===== src/rtl/ec_pkg.sv =====
package ec_pkg;
  typedef struct packed {
    logic       advance;
    logic       tieBanks;
    logic       swapSel;
    logic [4:0] shiftAmt;
  } ec_ctl_t;
endpackage


===== src/rtl/ec_ctrl.sv =====
module ec_ctrl
  import ec_pkg::*;
(
  input  logic       clk,
  input  logic       rstN,
  input  logic       baudEn,
  input  logic       startupMode,
  input  logic [4:0] muShift,
  input  logic       relabel,
  output ec_ctl_t    ctl
);
  logic swapReg;

  always_ff @(posedge clk) begin
    if (!rstN) swapReg <= 1'b0;
    else if (relabel) swapReg <= ~swapReg;
  end

  always_comb begin
    ctl.advance  = baudEn;
    ctl.tieBanks = startupMode;
    ctl.swapSel  = swapReg;
    ctl.shiftAmt = muShift;
  end

  a_r7_swap_toggles: assert property (@(posedge clk) disable iff (!rstN)
    relabel |=> (swapReg != $past(swapReg)));
  a_r7_swap_holds: assert property (@(posedge clk) disable iff (!rstN)
    !relabel |=> $stable(swapReg));
endmodule


===== src/rtl/ec_datapath.sv =====
module ec_datapath
  import ec_pkg::*;
#(
  parameter int NTAPS = 8,
  parameter int DW    = 16,
  parameter int CW    = 16,
  parameter int ACC_W = 24,
  localparam int SUM_W = ACC_W + $clog2(NTAPS),
  localparam int ERR_W = SUM_W + 1
) (
  input  logic                    clk,
  input  logic                    rstN,
  input  ec_ctl_t                 ctl,
  input  logic                    txSym,
  input  logic                    txTag,
  input  logic signed [DW-1:0]    rxSample,
  output logic signed [SUM_W-1:0] replica,
  output logic signed [ERR_W-1:0] residual,
  output logic                    outValid
);
  localparam int EXT_W = ERR_W + 1;
  localparam logic signed [EXT_W-1:0] CMAX = {{(EXT_W-CW+1){1'b0}}, {(CW-1){1'b1}}};
  localparam logic signed [EXT_W-1:0] CMIN = {{(EXT_W-CW+1){1'b1}}, {(CW-1){1'b0}}};

  logic symLine [NTAPS-1];
  logic tagLine [NTAPS-1];
  logic curSym  [NTAPS];
  logic curTag  [NTAPS];
  logic selH    [NTAPS];
  logic signed [CW-1:0]    coefG [NTAPS];
  logic signed [CW-1:0]    coefH [NTAPS];
  logic signed [SUM_W-1:0] prod  [NTAPS];
  logic signed [EXT_W-1:0] delta [NTAPS];
  logic signed [SUM_W-1:0] sumNow;
  logic signed [ERR_W-1:0] errNow;
  logic signed [ERR_W-1:0] stepNow;
  logic signed [EXT_W-1:0] stepExt;

  function automatic logic signed [CW-1:0] satAdd(logic signed [CW-1:0] c,
                                                  logic signed [EXT_W-1:0] d);
    logic signed [EXT_W-1:0] s;
    s = {{(EXT_W-CW){c[CW-1]}}, c} + d;
    if (s > CMAX) return CMAX[CW-1:0];
    if (s < CMIN) return CMIN[CW-1:0];
    return s[CW-1:0];
  endfunction

  for (genvar i = 0; i < NTAPS; i++) begin : g_tap
    if (i == 0) begin : g_head
      assign curSym[i] = txSym;
      assign curTag[i] = txTag;
    end else begin : g_line
      assign curSym[i] = symLine[i-1];
      assign curTag[i] = tagLine[i-1];
      always_ff @(posedge clk) begin
        if (!rstN) begin
          symLine[i-1] <= 1'b0;
          tagLine[i-1] <= 1'b0;
        end else if (ctl.advance) begin
          symLine[i-1] <= curSym[i-1];
          tagLine[i-1] <= curTag[i-1];
        end
      end
    end

    logic signed [CW-1:0] cUsed;
    assign selH[i]  = curTag[i] ^ ctl.swapSel;
    assign cUsed    = selH[i] ? coefH[i] : coefG[i];
    assign prod[i]  = curSym[i] ? SUM_W'(cUsed) : -SUM_W'(cUsed);
    assign delta[i] = curSym[i] ? stepExt : -stepExt;

    always_ff @(posedge clk) begin
      if (!rstN) begin
        coefG[i] <= '0;
        coefH[i] <= '0;
      end else if (ctl.advance) begin
        if (ctl.tieBanks || !selH[i]) coefG[i] <= satAdd(coefG[i], delta[i]);
        if (ctl.tieBanks ||  selH[i]) coefH[i] <= satAdd(coefH[i], delta[i]);
      end
    end

    a_r8_coef_hold: assert property (@(posedge clk) disable iff (!rstN)
      !ctl.advance |=> ($stable(coefG[i]) && $stable(coefH[i])));
    a_r5_idle_bank_g: assert property (@(posedge clk) disable iff (!rstN)
      (ctl.advance && !ctl.tieBanks && selH[i]) |=> $stable(coefG[i]));
    a_r5_idle_bank_h: assert property (@(posedge clk) disable iff (!rstN)
      (ctl.advance && !ctl.tieBanks && !selH[i]) |=> $stable(coefH[i]));
  end

  always_comb begin
    sumNow = '0;
    for (int i = 0; i < NTAPS; i++) sumNow = sumNow + prod[i];
  end

  assign errNow  = ERR_W'(rxSample) - ERR_W'(sumNow);
  assign stepNow = errNow >>> ctl.shiftAmt;
  assign stepExt = EXT_W'(stepNow);

  always_ff @(posedge clk) begin
    if (!rstN) begin
      replica  <= '0;
      residual <= '0;
      outValid <= 1'b0;
    end else begin
      outValid <= ctl.advance;
      if (ctl.advance) begin
        replica  <= sumNow;
        residual <= errNow;
      end
    end
  end

  a_r4_valid_follows: assert property (@(posedge clk) disable iff (!rstN)
    ctl.advance |=> outValid);
  a_r8_outputs_hold: assert property (@(posedge clk) disable iff (!rstN)
    !ctl.advance |=> (!outValid && $stable(replica) && $stable(residual)));
  a_r4_residual_sum: assert property (@(posedge clk) disable iff (!rstN)
    outValid |-> (residual + ERR_W'(replica) == ERR_W'($past(rxSample))));
endmodule


===== src/rtl/dual_bank_ec.sv =====
module dual_bank_ec
  import ec_pkg::*;
#(
  parameter int NTAPS   = 8,
  parameter int DW      = 16,
  parameter int CW      = 16,
  parameter int ACC_W   = 24,
  parameter int SHIFT_W = 5,
  localparam int SUM_W = ACC_W + $clog2(NTAPS),
  localparam int ERR_W = SUM_W + 1
) (
  input  logic                    clk,
  input  logic                    rstN,
  input  logic                    baudEn,
  input  logic                    txSym,
  input  logic                    txTag,
  input  logic signed [DW-1:0]    rxSample,
  input  logic                    startupMode,
  input  logic [SHIFT_W-1:0]      muShift,
  input  logic                    relabel,
  output logic signed [SUM_W-1:0] replica,
  output logic signed [ERR_W-1:0] residual,
  output logic                    outValid
);
  ec_ctl_t ctl;

  ec_ctrl u_ctrl (
    .clk(clk), .rstN(rstN), .baudEn(baudEn), .startupMode(startupMode),
    .muShift(5'(muShift)), .relabel(relabel), .ctl(ctl)
  );

  ec_datapath #(.NTAPS(NTAPS), .DW(DW), .CW(CW), .ACC_W(ACC_W)) u_dp (
    .clk(clk), .rstN(rstN), .ctl(ctl), .txSym(txSym), .txTag(txTag),
    .rxSample(rxSample), .replica(replica), .residual(residual),
    .outValid(outValid)
  );
endmodule


===== config.mk =====
export PLATFORM = sky130hd
export DESIGN_NAME = dual_bank_ec
export DESIGN_NICKNAME = d
export VERILOG_FILES = /design/src/rtl/ec_pkg.sv /design/src/rtl/ec_ctrl.sv /design/src/rtl/ec_datapath.sv /design/src/rtl/dual_bank_ec.sv
export SDC_FILE = /design/constraint.sdc
export NUM_CORES = 2
export LEC_CHECK = 0
export BUFFER_PORTS_ARGS = -buffer_cell sky130_fd_sc_hd__buf_2
export CAP_MARGIN = 15
export CORE_ASPECT_RATIO = 1.5
export CORE_UTILIZATION = 40
export CTS_CLUSTER_SIZE = 10
export DETAILED_ROUTE_END_ITERATION = 16
export GPL_ROUTABILITY_DRIVEN = 0
export PLACE_DENSITY = 0.57
export SYNTH_ARGS = -nofsm -noshare
export SYNTH_HDL_FRONTEND = slang
export SYNTH_SLANG_ARGS = --single-unit

===== constraint.sdc =====
create_clock -name clk -period 23.5 [get_ports clk]
set_input_delay 2.35 -clock clk [delete_from_list [all_inputs] [get_ports clk]]
set_output_delay 2.35 -clock clk [all_outputs]
set_load 0.01 [all_outputs]

# Word level (Yosys, flattened, before mapping)
# Memory sizes are Yosys's and may differ from the RTL's.
# Cells that the tools add are included.
# Widths: inputs -> output; s select.
[op_classes]
n_addsub = 33
muxes = 378
shift = 1
reduce_logical = 24
order_cmp = 32
bitwise = 39
[ops]
columns = ["op", "count"]
rows = [
  ["$mux 16", 136],
  ["$add 29x29->29", 16],
  ["$gt 29x16->1 const B", 16],
  ["$lt 29x16->1 const B", 16],
  ["$mux 29", 8],
  ["$mux 1", 226],
  ["$mux 27", 8],
  ["$neg 16->27", 8],
  ["$add 27x27->27", 7],
  ["$or 1x1->1", 30],
  ["$neg 28->29", 1],
  ["$sshr 28x5->28", 1],
  ["$sub 16x27->28", 1],
  ["$logic_or 1x1->1", 16],
  ["$logic_not 1->1", 8],
  ["$xor 1x1->1", 8],
  ["$not 1->1", 1],
]
[totals]
ff_bits = 57
memories = 4
inputBits = 28
output_inout_bits = 56
word_cells = 515
ram_bits = 270
[memory_table]
columns = ["name", "depth", "width", "read_ports", "rd_ports_with_merged_regs", "write_ports", "line_no", "rtl"]
rows = [
  ["u_dp.coefG", 8, 16, 8, 0, 8, "ec_datapath.sv:30", "logic signed [CW-1:0] coefG [NTAPS];"],
  ["u_dp.coefH", 8, 16, 8, 0, 8, "ec_datapath.sv:31", "logic signed [CW-1:0] coefH [NTAPS];"],
  ["u_dp.symLine", 7, 1, 7, 0, 7, "ec_datapath.sv:25", "logic symLine [NTAPS-1];"],
  ["u_dp.tagLine", 7, 1, 7, 0, 7, "ec_datapath.sv:26", "logic tagLine [NTAPS-1];"],
]

# Logic depth before layout (Yosys ltp)
[logic_depth]
ltp_word = 31
ltp_mapped = 78
depth_no_buf = 70

# Hierarchy
# Synthesis repeated with hierarchy kept, for this count alone.
[unflattened]
hier_cells = 6216
hier_area_um2 = 51060.2
[modules_own_cells]
columns = ["module", "n_inst", "area_per_inst_um2", "seq_area_each_um2", "cells_per_inst"]
rows = [
  ["ec_datapath", 1, 50965.1, 9208.8, 6205],
  ["ec_ctrl", 1, 95.1, 20.0, 11],
]

# Least setup slack after synthesis
# No wires, ideal clock.
[synth_timing]
kind = "in2reg"
start = "input port txTag"
end = "memory u_dp.coefH[1][0], in the netlist u_dp.coefH[0][16], data pin"
path_buffers = 8
setup_time_ns = 0.129
arrival_ns = 17.146
required_ns = 23.371
path_slack_ns = 6.225
stages = 65
path_cell_list = "xnor2_1 clkbuf_1 mux2i_1 ha_1 o21ai_0 a21oi_1 o21a_1 and2_1 a21oi_1 xnor2_1 fa_1 fa_1 inv_1 fa_1 inv_1 ha_1 a21oi_1 o211ai_1 [29 not listed] mux2i_1 ha_1 nor3_1 nand2_1 a2111o_1 a31o_2 a21o_1 a2111o_1 nand2_1 o21ai_0 o31ai_1 nand2b_1 a21oi_1 xor2_1 or4_1 a21oi_1 buf_2 o21a_1"
[synth_rtl]
columns = ["item", "line_no", "rtl"]
rows = [
  ["from (decl)", "dual_bank_ec.sv:16", "input logic txTag,"],
  ["to (decl)", "ec_datapath.sv:31", ""],
]

==> flow_summary_export.csv <==
group,metric,value,unit
clock_tree,cts_hold_buf,0,
floorplan,core_area,126000,um^2
timing,hold_viol_final,0,
drt,drt_iter0_drc,3765,
global_route,grt_start_max_net_pins,59,
cells_and_area,area_growth,7.62,%
clock_tree,post_cts_buffers,0,
floorplan,die_width,293,um
synth,synth_flop_cell,"edfxtp_1",
drt,wire_per_inst,25.3,um
clock_tree,h-tree-depth,2,
drt,drt-total-wl,200000,um
cells_and_area,nNetsFinal,6911,
setup_path,crit_path_end_kind,"register",
synth,synth-edff-count,268,
synth,yosysUniqueCellTypes,107,
floorplan,num_rows,159,
synth,synth_fp_nets,6897,
global_route,grt_pass1_vias,46037,
global_route,antenna_found_initial,5,
synth,syn-cell-area,50800,um^2
synth,async_flop_share,0,
run_status,run_status,"completed",
clock_tree,clock-root-buffer,"clkbuf_16",
synth,synth_seq_area_share,0.182,
placement,dp_cells,7819,
timing,max_clock_freq,48.8,MHz
clock_tree,cts_resized,0,
timing,rsz0062_at_grt,"no",
setup_path,crit_arrival,20790,ps
global_route,grt_usage,0.304,
run,max_cap_viol_count,0,
clock_tree,cts_tree,"built",
clock_tree,clkTransAtPathRegs,70,ps
timing,finalClockSkew,36.6,ps
drt,antenna_left,0,
synth,yosys_warnings,0,
timing,post-route-period-util,0.872,
floorplan,die_area,129000,um^2
global_route,grt_pass1_wl,292000,um
timing,slew_violations,0,
synth,ys_ff_latch,327,
floorplan,io_pins,84,
placement,port_buffers,83,
setup_path,critPathLaunchType,"register",
cells_and_area,finalNonFillerCells,7893,
cells_and_area,drive_gt1_frac,0.0644,
timing,period_minus_slack,20480,ps
timing,tns,0,ps
min_path,min-delay-path-class,"reg2reg",
clock_tree,cts_num_sinks,327,
setup_path,cp.required,23810,ps
clock_tree,cts_buffer_depth,3,
placement,dp_hpwl,154000,um
timing,slew_headroom,0.118,
drt,drt_first_pass_iters,6,
floorplan,die_y,439,um
drt,remaining_drc_errors,0,
synth,avgSynthCellArea,8.25,um^2
setup_path,cp_max_fo,17,
setup_path,crit_slowest_cell,"xor2_1",
synth,synthCells,6162,
setup_path,cp_slowest_stage_delay,1040,ps
floorplan,initial_core_util,0.405,
global_route,grt_overflow_total,0,
clock_tree,cts_buffers,41,
clock_tree,clk_latency,620,ps
drt,via_count,47314,
timing,tightest_slew,1320,ps
timing,finalSetupViolCount,0,
drt,via_per_inst,5.99,
setup_path,path_class,"reg2reg",
synth_stat cells, types with 47 or more instances:
library cell	n	share of area
or3_1	55	0.0068
mux2i_1	191	0.038
o21bai_1	50	0.0074
xor2_1	308	0.053
edfxtp_1	268	0.16
nor3_1	206	0.020
o21ai_0	335	0.033
nand3_1	128	0.013
a31oi_1	61	0.0075
ha_1	537	0.13
o31ai_1	63	0.0093
o21a_1	90	0.013
xnor2_1	459	0.079
fa_1	170	0.067
inv_1	384	0.028
a21o_1	198	0.029
and3_1	62	0.0076
nand2_1	336	0.025
dfxtp_1	59	0.023
nor2_1	619	0.046
clkbuf_1	127	0.0094
and2_1	66	0.0081
a211oi_1	57	0.0084
nand4_1	47	0.0058
nand2b_1	63	0.0078
nor2b_1	72	0.0089
a21oi_1	475	0.047
flip-flops by register name, summed over array words and instances (netlist names):
signal and flops:
u_dp.outValid 1, u_dp.replica 27, u_dp.tagLine 7, u_dp.residual 28, u_dp.symLine 7, u_dp.coefH 128
u_ctrl.swapReg 1, u_dp.coefG 128
area by class of cell:
| class | count | area [um^2] |
|---|---|---|
| antenna | 3 | 7.51 |
| multi-input combinational | 5235 | 39500 |
| clock buffer | 57 | 1130 |
| inverter | 388 | 1460 |
| clock inverter | 10 | 93.8 |
| tap | 1690 | 2110 |
| sequential | 327 | 9230 |
| fill | 12460 | 70800 |
| timing repair buffer | 183 | 1180 |
critical path, delay by kind of cell (launching register included):
kind | cells | cell delay (ps)
flip-flops | 1 | 310
AO/OA/AOI/OAI | 23 | 7600
AND/OR/NAND/NOR | 12 | 3230
XOR/XNOR | 5 | 2430
buffers and inverters | 4 | 820
multiplexers | 3 | 1430
adder cells (fa/ha/maj) | 8 | 4240
logic make-up after synthesis:
family,share of synthesized area
compound gates,0.220
xor+xnor,0.134
fa+ha+maj,0.199
buf+inv,0.0461
flops,0.182
mux,0.0451
simple gates,0.174
layer usage:
metal  share of wire  track usage  up-vias
li1                -            -    22287
met1            0.37        0.334    22505
met2            0.45        0.494     1878
met3           0.079       0.0691      640
met4            0.10        0.265        4
met5         0.00014            0        -
per-stage QoR:
stage / utilization / worst slack (ps) / area (um^2) / hold slack (ps)
6_report: 0.436 / 3020 / 54700 / 457
5_1_grt: 0.436 / 2470 / 54700 / 480
4_1_cts: 0.435 / 4030 / 54700 / 460
3_5_place_dp: 0.426 / 3640 / 53400 / 446
3_3_place_gp: 0.426 / 4140 / 53400 / 444
2_1_floorplan: - / 6220 / 50800 / 487
path summary, 6_finish.rpt:
check                   start                 to  slack [ps]  depth (start not counted)
max            u_ctrl.swapReg  u_dp.coefG[0][21]        3020                         55
min          u_dp.replica[20]   u_dp.replica[20]         460                          2
max reg2reg    u_ctrl.swapReg  u_dp.coefG[0][21]        3020                         55
min reg2reg  u_dp.replica[20]   u_dp.replica[20]         460                          2
placed cells by master, fill, tap and decap left out, types with 63 or more instances in the layout:
cell type and instances:
nand2b_1 63, nand2_1 335, mux2i_1 190, buf_2 82
and2_1 66, a21o_1 198, buf_4 100, o21ai_0 334
fa_1 170, inv_1 384, nand3_1 128, o21a_1 90
nor2_1 617, xnor2_1 453, nor3_1 204, xor2_1 305
nor2b_1 71, a21oi_1 471, ha_1 537, edfxtp_1 268
Power is left out: the tool's default activity adds up to more than one toggle a clock period on the data nets, which glitch-free logic cannot reach.
